<file path="config.mk">
export PLATFORM = sky130hd
export DESIGN_NAME = gated_count_capture
export DESIGN_NICKNAME = d
export VERILOG_FILES = /design/src/rtl/gcc_pkg.sv /design/src/rtl/gcc_sync.sv /design/src/rtl/gcc_edge.sv /design/src/rtl/gcc_counter.sv /design/src/rtl/gcc_scale.sv /design/src/rtl/gated_count_capture.sv
export SDC_FILE = /design/constraint.sdc
export NUM_CORES = 1
export LEC_CHECK = 0
export BUFFER_PORTS_ARGS = -buffer_cell sky130_fd_sc_hd__buf_4
export CORE_ASPECT_RATIO = 1.5
export CORE_MARGIN = 3
export CORE_UTILIZATION = 50
export CTS_CLUSTER_SIZE = 25
export DETAILED_ROUTE_END_ITERATION = 10
export GPL_ROUTABILITY_DRIVEN = 0
export MAX_ROUTING_LAYER = met4
export PLACE_DENSITY = 0.69
export SYNTH_ARGS = -nofsm -noshare
export SYNTH_HDL_FRONTEND = slang
export SYNTH_SLANG_ARGS = --single-unit
</file>
<file path="constraint.sdc">
create_clock -name clk -period 2.3 [get_ports clk]
set_input_delay 0.23 -clock clk [delete_from_list [all_inputs] [get_ports clk]]
set_output_delay 0.23 -clock clk [all_outputs]
set_load 0.01 [all_outputs]
</file>
<file path="src/rtl/gcc_pkg.sv">
package gcc_pkg;

  localparam int GCC_CNT_W_DEF  = 16;
  localparam int GCC_SHIFT_DEF  = 2;
  localparam int GCC_OFFSET_DEF = 1000;
  localparam int GCC_SYNC_DEF   = 2;

  typedef struct packed {
    logic rise;
    logic fall;
  } gcc_edge_t;

endpackage

</file>
<file path="src/rtl/gcc_sync.sv">
module gcc_sync #(
  parameter int WIDTH  = 1,
  parameter int STAGES = 2
) (
  input  logic             clk,
  input  logic             rst_n,
  input  logic [WIDTH-1:0] d,
  output logic [WIDTH-1:0] q
);

  for (genvar b = 0; b < WIDTH; b++) begin : g_bit
    logic [STAGES-1:0] chain_q;
    logic [STAGES-1:0] chain_d;

    always_comb begin
      chain_d = {chain_q[STAGES-2:0], d[b]};
    end

    always_ff @(posedge clk or negedge rst_n) begin
      if (!rst_n) begin
        chain_q <= '0;
      end else begin
        chain_q <= chain_d;
      end
    end

    assign q[b] = chain_q[STAGES-1];
  end

endmodule

</file>
<file path="src/rtl/gcc_edge.sv">
module gcc_edge
  import gcc_pkg::*;
(
  input  logic      clk,
  input  logic      rst_n,
  input  logic      lvl,
  output gcc_edge_t ev
);

  logic prev_q;

  always_ff @(posedge clk or negedge rst_n) begin
    if (!rst_n) begin
      prev_q <= 1'b0;
    end else begin
      prev_q <= lvl;
    end
  end

  always_comb begin
    ev.rise = lvl & ~prev_q;
    ev.fall = ~lvl & prev_q;
  end

endmodule

</file>
<file path="src/rtl/gcc_counter.sv">
module gcc_counter #(
  parameter int CNT_W = 16
) (
  input  logic             clk,
  input  logic             rst_n,
  input  logic             clr,
  input  logic             inc,
  output logic [CNT_W-1:0] cnt,
  output logic             ovf
);

  logic [CNT_W-1:0] cnt_q, cnt_d;
  logic             ovf_q, ovf_d;
  logic [CNT_W:0]   sum;

  always_comb begin
    sum   = {1'b0, cnt_q} + {{CNT_W{1'b0}}, 1'b1};
    cnt_d = cnt_q;
    ovf_d = ovf_q;
    if (clr) begin
      cnt_d = '0;
      ovf_d = 1'b0;
    end else if (inc) begin
      cnt_d = sum[CNT_W-1:0];
      ovf_d = ovf_q | sum[CNT_W];
    end
  end

  always_ff @(posedge clk or negedge rst_n) begin
    if (!rst_n) begin
      cnt_q <= '0;
      ovf_q <= 1'b0;
    end else begin
      cnt_q <= cnt_d;
      ovf_q <= ovf_d;
    end
  end

  assign cnt = cnt_q;
  assign ovf = ovf_q;

endmodule

</file>
<file path="src/rtl/gcc_scale.sv">
module gcc_scale #(
  parameter int CNT_W  = 16,
  parameter int SHIFT  = 2,
  parameter int OFFSET = 1000
) (
  input  logic [CNT_W-1:0] cnt,
  input  logic             ovf,
  input  logic             positive,
  output logic [CNT_W-1:0] value,
  output logic             bad
);

  localparam logic [CNT_W-1:0] OFS_V   = CNT_W'(OFFSET);
  localparam logic [CNT_W-1:0] MIN_CNT = CNT_W'(OFFSET << SHIFT);

  logic [CNT_W-1:0] quot;
  logic [CNT_W-1:0] mag;

  always_comb begin
    quot  = cnt >> SHIFT;
    mag   = quot - OFS_V;
    bad   = ovf | (cnt < MIN_CNT);
    if (bad) begin
      value = '0;
    end else if (positive) begin
      value = mag;
    end else begin
      value = (~mag) + {{(CNT_W-1){1'b0}}, 1'b1};
    end
  end

endmodule

</file>
<file path="src/rtl/gated_count_capture.sv">
module gated_count_capture
  import gcc_pkg::*;
#(
  parameter int CNT_W       = GCC_CNT_W_DEF,
  parameter int SHIFT       = GCC_SHIFT_DEF,
  parameter int OFFSET      = GCC_OFFSET_DEF,
  parameter int SYNC_STAGES = GCC_SYNC_DEF
) (
  input  logic             clk,
  input  logic             rst_n,
  input  logic             conv_clk_i,
  input  logic             status_i,
  input  logic             polarity_i,
  output logic [CNT_W-1:0] result_o,
  output logic             valid_o,
  output logic             error_o
);

  localparam int N_SYNC = 3;

  // reset: asynchronous assertion, synchronous release
  logic [1:0] rst_pipe_q;
  logic       rst_n_q;

  always_ff @(posedge clk or negedge rst_n) begin
    if (!rst_n) begin
      rst_pipe_q <= 2'b00;
    end else begin
      rst_pipe_q <= {rst_pipe_q[0], 1'b1};
    end
  end
  assign rst_n_q = rst_pipe_q[1];

  // synchronized converter-side lines
  logic [N_SYNC-1:0] raw_in, sync_out;
  logic              status_s, pol_s, cclk_s;

  assign raw_in = {polarity_i, status_i, conv_clk_i};

  gcc_sync #(.WIDTH(N_SYNC), .STAGES(SYNC_STAGES)) i_sync (
    .clk   (clk),
    .rst_n (rst_n_q),
    .d     (raw_in),
    .q     (sync_out)
  );

  assign cclk_s   = sync_out[0];
  assign status_s = sync_out[1];
  assign pol_s    = sync_out[2];

  gcc_edge_t st_ev, ck_ev;

  gcc_edge i_st_edge (
    .clk   (clk),
    .rst_n (rst_n_q),
    .lvl   (status_s),
    .ev    (st_ev)
  );

  gcc_edge i_ck_edge (
    .clk   (clk),
    .rst_n (rst_n_q),
    .lvl   (cclk_s),
    .ev    (ck_ev)
  );

  // gated window counter
  logic [CNT_W-1:0] cnt_q;
  logic             ovf_q;
  logic             cnt_inc;

  assign cnt_inc = status_s & ck_ev.rise;

  gcc_counter #(.CNT_W(CNT_W)) i_cnt (
    .clk   (clk),
    .rst_n (rst_n_q),
    .clr   (st_ev.rise),
    .inc   (cnt_inc),
    .cnt   (cnt_q),
    .ovf   (ovf_q)
  );

  // scaling and offset removal
  logic [CNT_W-1:0] value;
  logic             bad;

  gcc_scale #(.CNT_W(CNT_W), .SHIFT(SHIFT), .OFFSET(OFFSET)) i_scale (
    .cnt      (cnt_q),
    .ovf      (ovf_q),
    .positive (pol_s),
    .value    (value),
    .bad      (bad)
  );

  // capture registers
  logic [CNT_W-1:0] result_q, result_d;
  logic             valid_q, valid_d;
  logic             err_q, err_d;
  logic             cap_en;

  assign cap_en = st_ev.fall;

  always_comb begin
    result_d = result_q;
    err_d    = err_q;
    valid_d  = cap_en;
    if (cap_en) begin
      result_d = value;
      err_d    = err_q | bad;
    end
  end

  always_ff @(posedge clk or negedge rst_n_q) begin
    if (!rst_n_q) begin
      result_q <= '0;
      valid_q  <= 1'b0;
      err_q    <= 1'b0;
    end else begin
      result_q <= result_d;
      valid_q  <= valid_d;
      err_q    <= err_d;
    end
  end

  assign result_o = result_q;
  assign valid_o  = valid_q;
  assign error_o  = err_q;

endmodule

</file>
Word level (Yosys, flattened, before mapping)
Index checks and enable logic that the tools add are counted.

Bits in registers: 45. Input bits: 5. Output and inout bits: 18.

Add/sub/neg operators: 3. Magnitude comparators: 1. Muxes and demuxes: 6. Bitwise operators: 11. Reduce and logical (&&, ||, !) cells: 1.

Operator list (number): 16-bit 2-to-1 mux (4); 16-bit by 1-bit adder with 17-bit output, second input constant (1); 16-bit by 1-bit adder with 16-bit output, second input constant (1); 16-bit by 12-bit < comparator with 1-bit output, second input constant (1); 16-bit inverter (1); 14-bit by 10-bit subtractor with 15-bit output, second input constant (1); 1-bit bitwise AND (4); 1-bit inverter (3); 1-bit bitwise OR (3); 1-bit 2-to-1 mux (2); 2-bit nonzero test (1).

Logic depth before layout (Yosys ltp)
Depth after elaboration: 5. Gate-level depth with buffers: 9.

By module
From an unflattened synthesis, not the netlist that was laid out.

Cells, all modules: 272. Area, all modules: 2738.9 um^2.

By module, submodules not included: gcc_counter (times used 1, cells an instance 87, area each 887.1 um^2, sequential area each 425.4 um^2); gcc_scale (times used 1, cells an instance 129, area each 834.6 um^2, sequential area each 0.0 um^2); gated_count_capture (times used 1, cells an instance 41, area each 764.5 um^2, sequential area each 500.5 um^2); gcc_sync (times used 1, cells an instance 9, area each 172.7 um^2, sequential area each 150.1 um^2); gcc_edge (times used 2, cells an instance 3, area each 40.0 um^2, sequential area each 25.0 um^2).

Worst setup path before layout
Ideal clock, no wire load.

Path type: reg-to-reg. Start: register i_cnt.cnt_q[6], in the netlist i_cnt.cnt[6]. End: register result_q[12], in the netlist result_o[12]. Arrival time: 2.180 ns. Required time: 2.179 ns. Slack: -0.001 ns. Stages on the path, launching flop included: 10. Buffers on the path: 1. Period minus slack after synthesis: 2.301 ns. Cell sequence: dfrtp_1 -> buf_2 -> inv_1 -> ha_1 -> and3b_4 -> or4_4 -> a211oi_2 -> a31oi_1 -> xnor2_1 -> a22o_1.

Longest elaborated chain between the ends: 5.

Ends and longest elaborated chain: from (decl) (RTL line gcc_counter.sv:12) `logic [CNT_W-1:0] cnt_q, cnt_d;`; from (signal assigned) (RTL line gcc_counter.sv:34) `cnt_q <= cnt_d;`; 14-bit by 10-bit subtractor with 15-bit output (RTL line gcc_scale.sv:21) `mag = quot - OFS_V;`; 16-bit inverter (RTL line gcc_scale.sv:28) `value = (~mag) + {{(CNT_W-1){1'b0}}, 1'b1};`; 16-bit by 1-bit adder with 16-bit output (RTL line gcc_scale.sv:28); 16-bit 2-to-1 mux (RTL line gcc_scale.sv:25) `end else if (positive) begin`; 16-bit 2-to-1 mux (*) (RTL line gcc_scale.sv:23) `if (bad) begin`; to (signal assigned) (RTL line gated_count_capture.sv:119) `result_q <= result_d;`; to (decl) (RTL line gated_count_capture.sv:96) `logic [CNT_W-1:0] result_q, result_d;`.

Every way passes the cells marked *; elsewhere a longest branch is shown, timed or not. A chain may end at the register's enable or synchronous reset.

Worst setup path in the final report
Ends and elaborated chain as after synthesis.

==> results.tsv <==
stage	metric	value	unit
outcome	run status	complete, no violations	
timing	Setup Skew	0.0106	ns
timing	Setup TNS	0	ns
setup_path	startpoint types	register	
synth	cell taking the most area after synthesis	dfrtp_1	
power	Clock Power Share	35.1	%
drt	Final ANT Viol Nets	0	
synth	most frequent cell after synthesis	dfrtp_1	
grt	grt met2 use	29.9	%
grt	grt total ovfl	0	
hold_path	Min-Delay Path Class	in -> reg	
clock_network	CTS Buf Count	5	
power	register share of total power	60.1	%
synth	number of flops mapped to enable cells by yosys	0	
timing	setup violators final	0	
floorplanning	Rows	31	
synth	top cell type's share of synthesized area	44.5	%
timing	fmax	457	MHz
setup_path	CP max FO	7	
grt	M1 GR Usage	17.5	%
setup_path	kind of critical path	reg -> reg	
synth	Async S/R FF share, synth	100	%
grt	first-pass GRT wire length	7640	um
final_layout	P&R area growth vs syn	12.5	%
setup_path	critical path arrival	2.37	ns
clock_network	Clock transition at path regs	0.08	ns
floorplanning	die area	0.00597	mm2
timing	min Tclk post-route	2.19	ns
power	Power Dens Cells	491	mW/mm2
floorplanning	I/O Pins	23	
clock_network	Clock Latency Late Sink	0.30	ns
power	internal power	1.08	mW
power	Sw Ratio	23.0	%
hold_path	Worst Hold Path Cells	1	
final_layout	Layout Nets	285	
floorplanning	Die H	93.2	um
setup_path	Required @ worst endpoint	2.48	ns
timing	final hold vios	0	
place	number of port buffers	22	
drt	DRC	0	
power	Leakage Power	1.29	nW
power	Psw	0.322	mW
floorplanning	DIE WIDTH	64.1	um
clock_network	clock tree from TritonCTS	done	
setup_path	CP endpoint kind	register	
timing	Worst Tran Pin Value	0.891	ns
grt	GRT Total Usage	16.6	%
drt	Avg WL per Cell	13.1	um
grt	most used routing layer	met2	
setup_path	Critical Path Max Stage Delay	0.44	ns
floorplanning	CORE AREA	0.00485	mm2
synth	Seq/Total Area, Yosys	44.5	%
timing	max-slew violations	0	
floorplanning	Initial Utilization	52.2	%
drt	total number of vias	1770	
synth	Most used DFF post-synth	dfrtp_1	
power	VDD IR-drop max	369	uV
synth	Synth warnings	0	
grt	number of global-route vias before repair	1732	
synth	largest cells by area after synthesis	dfrtp_1, xnor2_1, xor2_1	
drt	routed wire length	4460	um
synth	post-synthesis cell type count	54	
setup_path	R2R cell count	8	
setup_path	CP bufs+invs	1	
place	Detailed Place HPWL	3320	um
place	DP Worst Slack	0.0726	ns
drt	Initial DRC Count	66	
timing	RSZ-0062 raised after global routing	false	
synth	post-synthesis register bit count	45	
timing	fin crit share	95.1	%
final_layout	diode count	0	
clock_network	clk sink count	45	
grt	largest net degree at the start of global routing	44	
synth	Cell Area, Synth	0.00253	mm2
synth	Synth Area per Inst	10.2	um2
timing	Max-Slew Margin vs Limit	40.6	%
setup_path	crit path max-delay cell type	or4_4	
run	max cap viols	0	
timing	setup ws final	0.112	ns
drt	Pre-antenna DRT Iters	4	
grt	GR Util met3	3.61	%
setup_path	critical path depth	8	
clock_network	Root Buffer	clkbuf_8	
timing	Fin Hold WS	0.0331	ns
clock_network	CTS H-tree depth	2	
final_layout	share of cells above drive strength 1	19.3	%
synth	Net Count, Synth	260	
clock_network	maximum buffer depth of the clock tree	2	
drt	Via-to-Cell Ratio	5.21	
synth	synth cell count leaders	dfrtp_1, nand2_1, nor2_1	
setup_path	worst-path cell chain	inv_1, ha_4, and3b_4, or4_4, a211oi_4, a31oi_1, xnor2_1, a22o_1	
power	Logic pwr share	4.8	%
setup_path	CP top delay family	simple AND/OR/NAND/NOR gates	
synth	Synth Instances	249	
grt	initial antenna violation count	0	
-- state kept, by name (all words and copies together), names as in the netlist --
name                  count
i_cnt.ovf                 1
valid_o                   1
i_ck_edge.prev_q          1
rst_pipe_q                2
i_st_edge.prev_q          1
error_o                   1
result_o                 16
i_sync.g_bit.chain_q      6
i_cnt.cnt                16
-- area by class of cell --
| cell class | instances | area (um2) |
|---|---|---|
| Clock inverter | 1 | 7.51 |
| Sequential cell | 45 | 1130 |
| Inverter | 6 | 22.5 |
| Fill cell | 437 | 2000 |
| Timing Repair Buffer | 33 | 250 |
| Tap cell | 66 | 82.6 |
| Multi-Input combinational cell | 183 | 1270 |
| Clock buffer | 6 | 82.6 |
-- stage by stage --
step	cells	utilization [%]	area, um2	power [mW]
2_1_floorplan	249	-	2530	0.900
3_3_place_gp	332	56.3	2730	0.922
3_5_place_dp	332	56.3	2730	0.924
4_1_cts	340	58.4	2830	1.42
5_1_grt	340	58.7	2850	1.46
6_report	340	58.7	2850	1.40
-- routing by layer --
metal / up-vias / share of wire, %
li1: 904 / -
met1: 826 / 42
met2: 31 / 53
met3: 9 / 2.9
met4: 0 / 2.3
met5: - / 0
-- final timing paths --
check	startpoint	to	slack (ns)
max reg2reg	i_cnt.cnt[6]	result_o[12]	0.11
max	i_cnt.cnt[6]	result_o[12]	0.11
min in group asynchronous	rst_n	rst_pipe_q[1]	0.25
max in group asynchronous	rst_pipe_q[1]	i_cnt.cnt[7]	1.33
min	polarity_i	i_sync.g_bit[2].chain_q[0]	0.03
min reg2reg	i_sync.g_bit[2].chain_q[0]	i_sync.g_bit[2].chain_q[1]	0.35
-- cell usage in the layout (no fill, tap or decap), types with 3 or more instances in the layout --
cell type,Yosys,final
a31oi_1,5,5
xnor2_1,19,19
nor2_1,28,28
a22o_1,8,8
o31ai_1,7,7
nand2_1,28,28
xor2_1,17,17
o21ai_0,3,3
o21ai_1,3,3
clkbuf_8,1,6
dfrtp_1,45,44
a21oi_1,4,4
ha_1,6,5
nand2b_1,3,3
nand4_1,4,4
buf_4,1,32
inv_1,6,6
and4_1,3,3
nand3_1,9,9
-- power groups by stage --
stage,Sequential [mW],Combinational [mW],Clock [mW]
final,0.840,0.0671,0.490
after global placement,0.856,0.0658,0
after global routing,0.846,0.0769,0.539
after detailed placement,0.858,0.0664,0
after CTS,0.842,0.0683,0.508
after floorplan,0.847,0.0535,0
-- repair_timing --
item                       CTS  global route
resized for setup            0             2
hold endpoints to repair     2             0
setup endpoints to repair    0             1
setup buffers                0             0
hold buffers                 1             0
-- cell families (layout without fill, tap and decap cells) --
group	after synthesis	count (layout)	synth area share (%)
compound gates	41	41	12.6
fa+ha+maj	6	6	2.96
mux	1	1	0.395
flops	45	45	44.5
other cells	1	1	0.148
buf+inv	21	46	5.98
xor+xnor	37	37	13.5
simple gates	97	97	19.9
No activity file was read; power rests on OpenSTA's default activity.
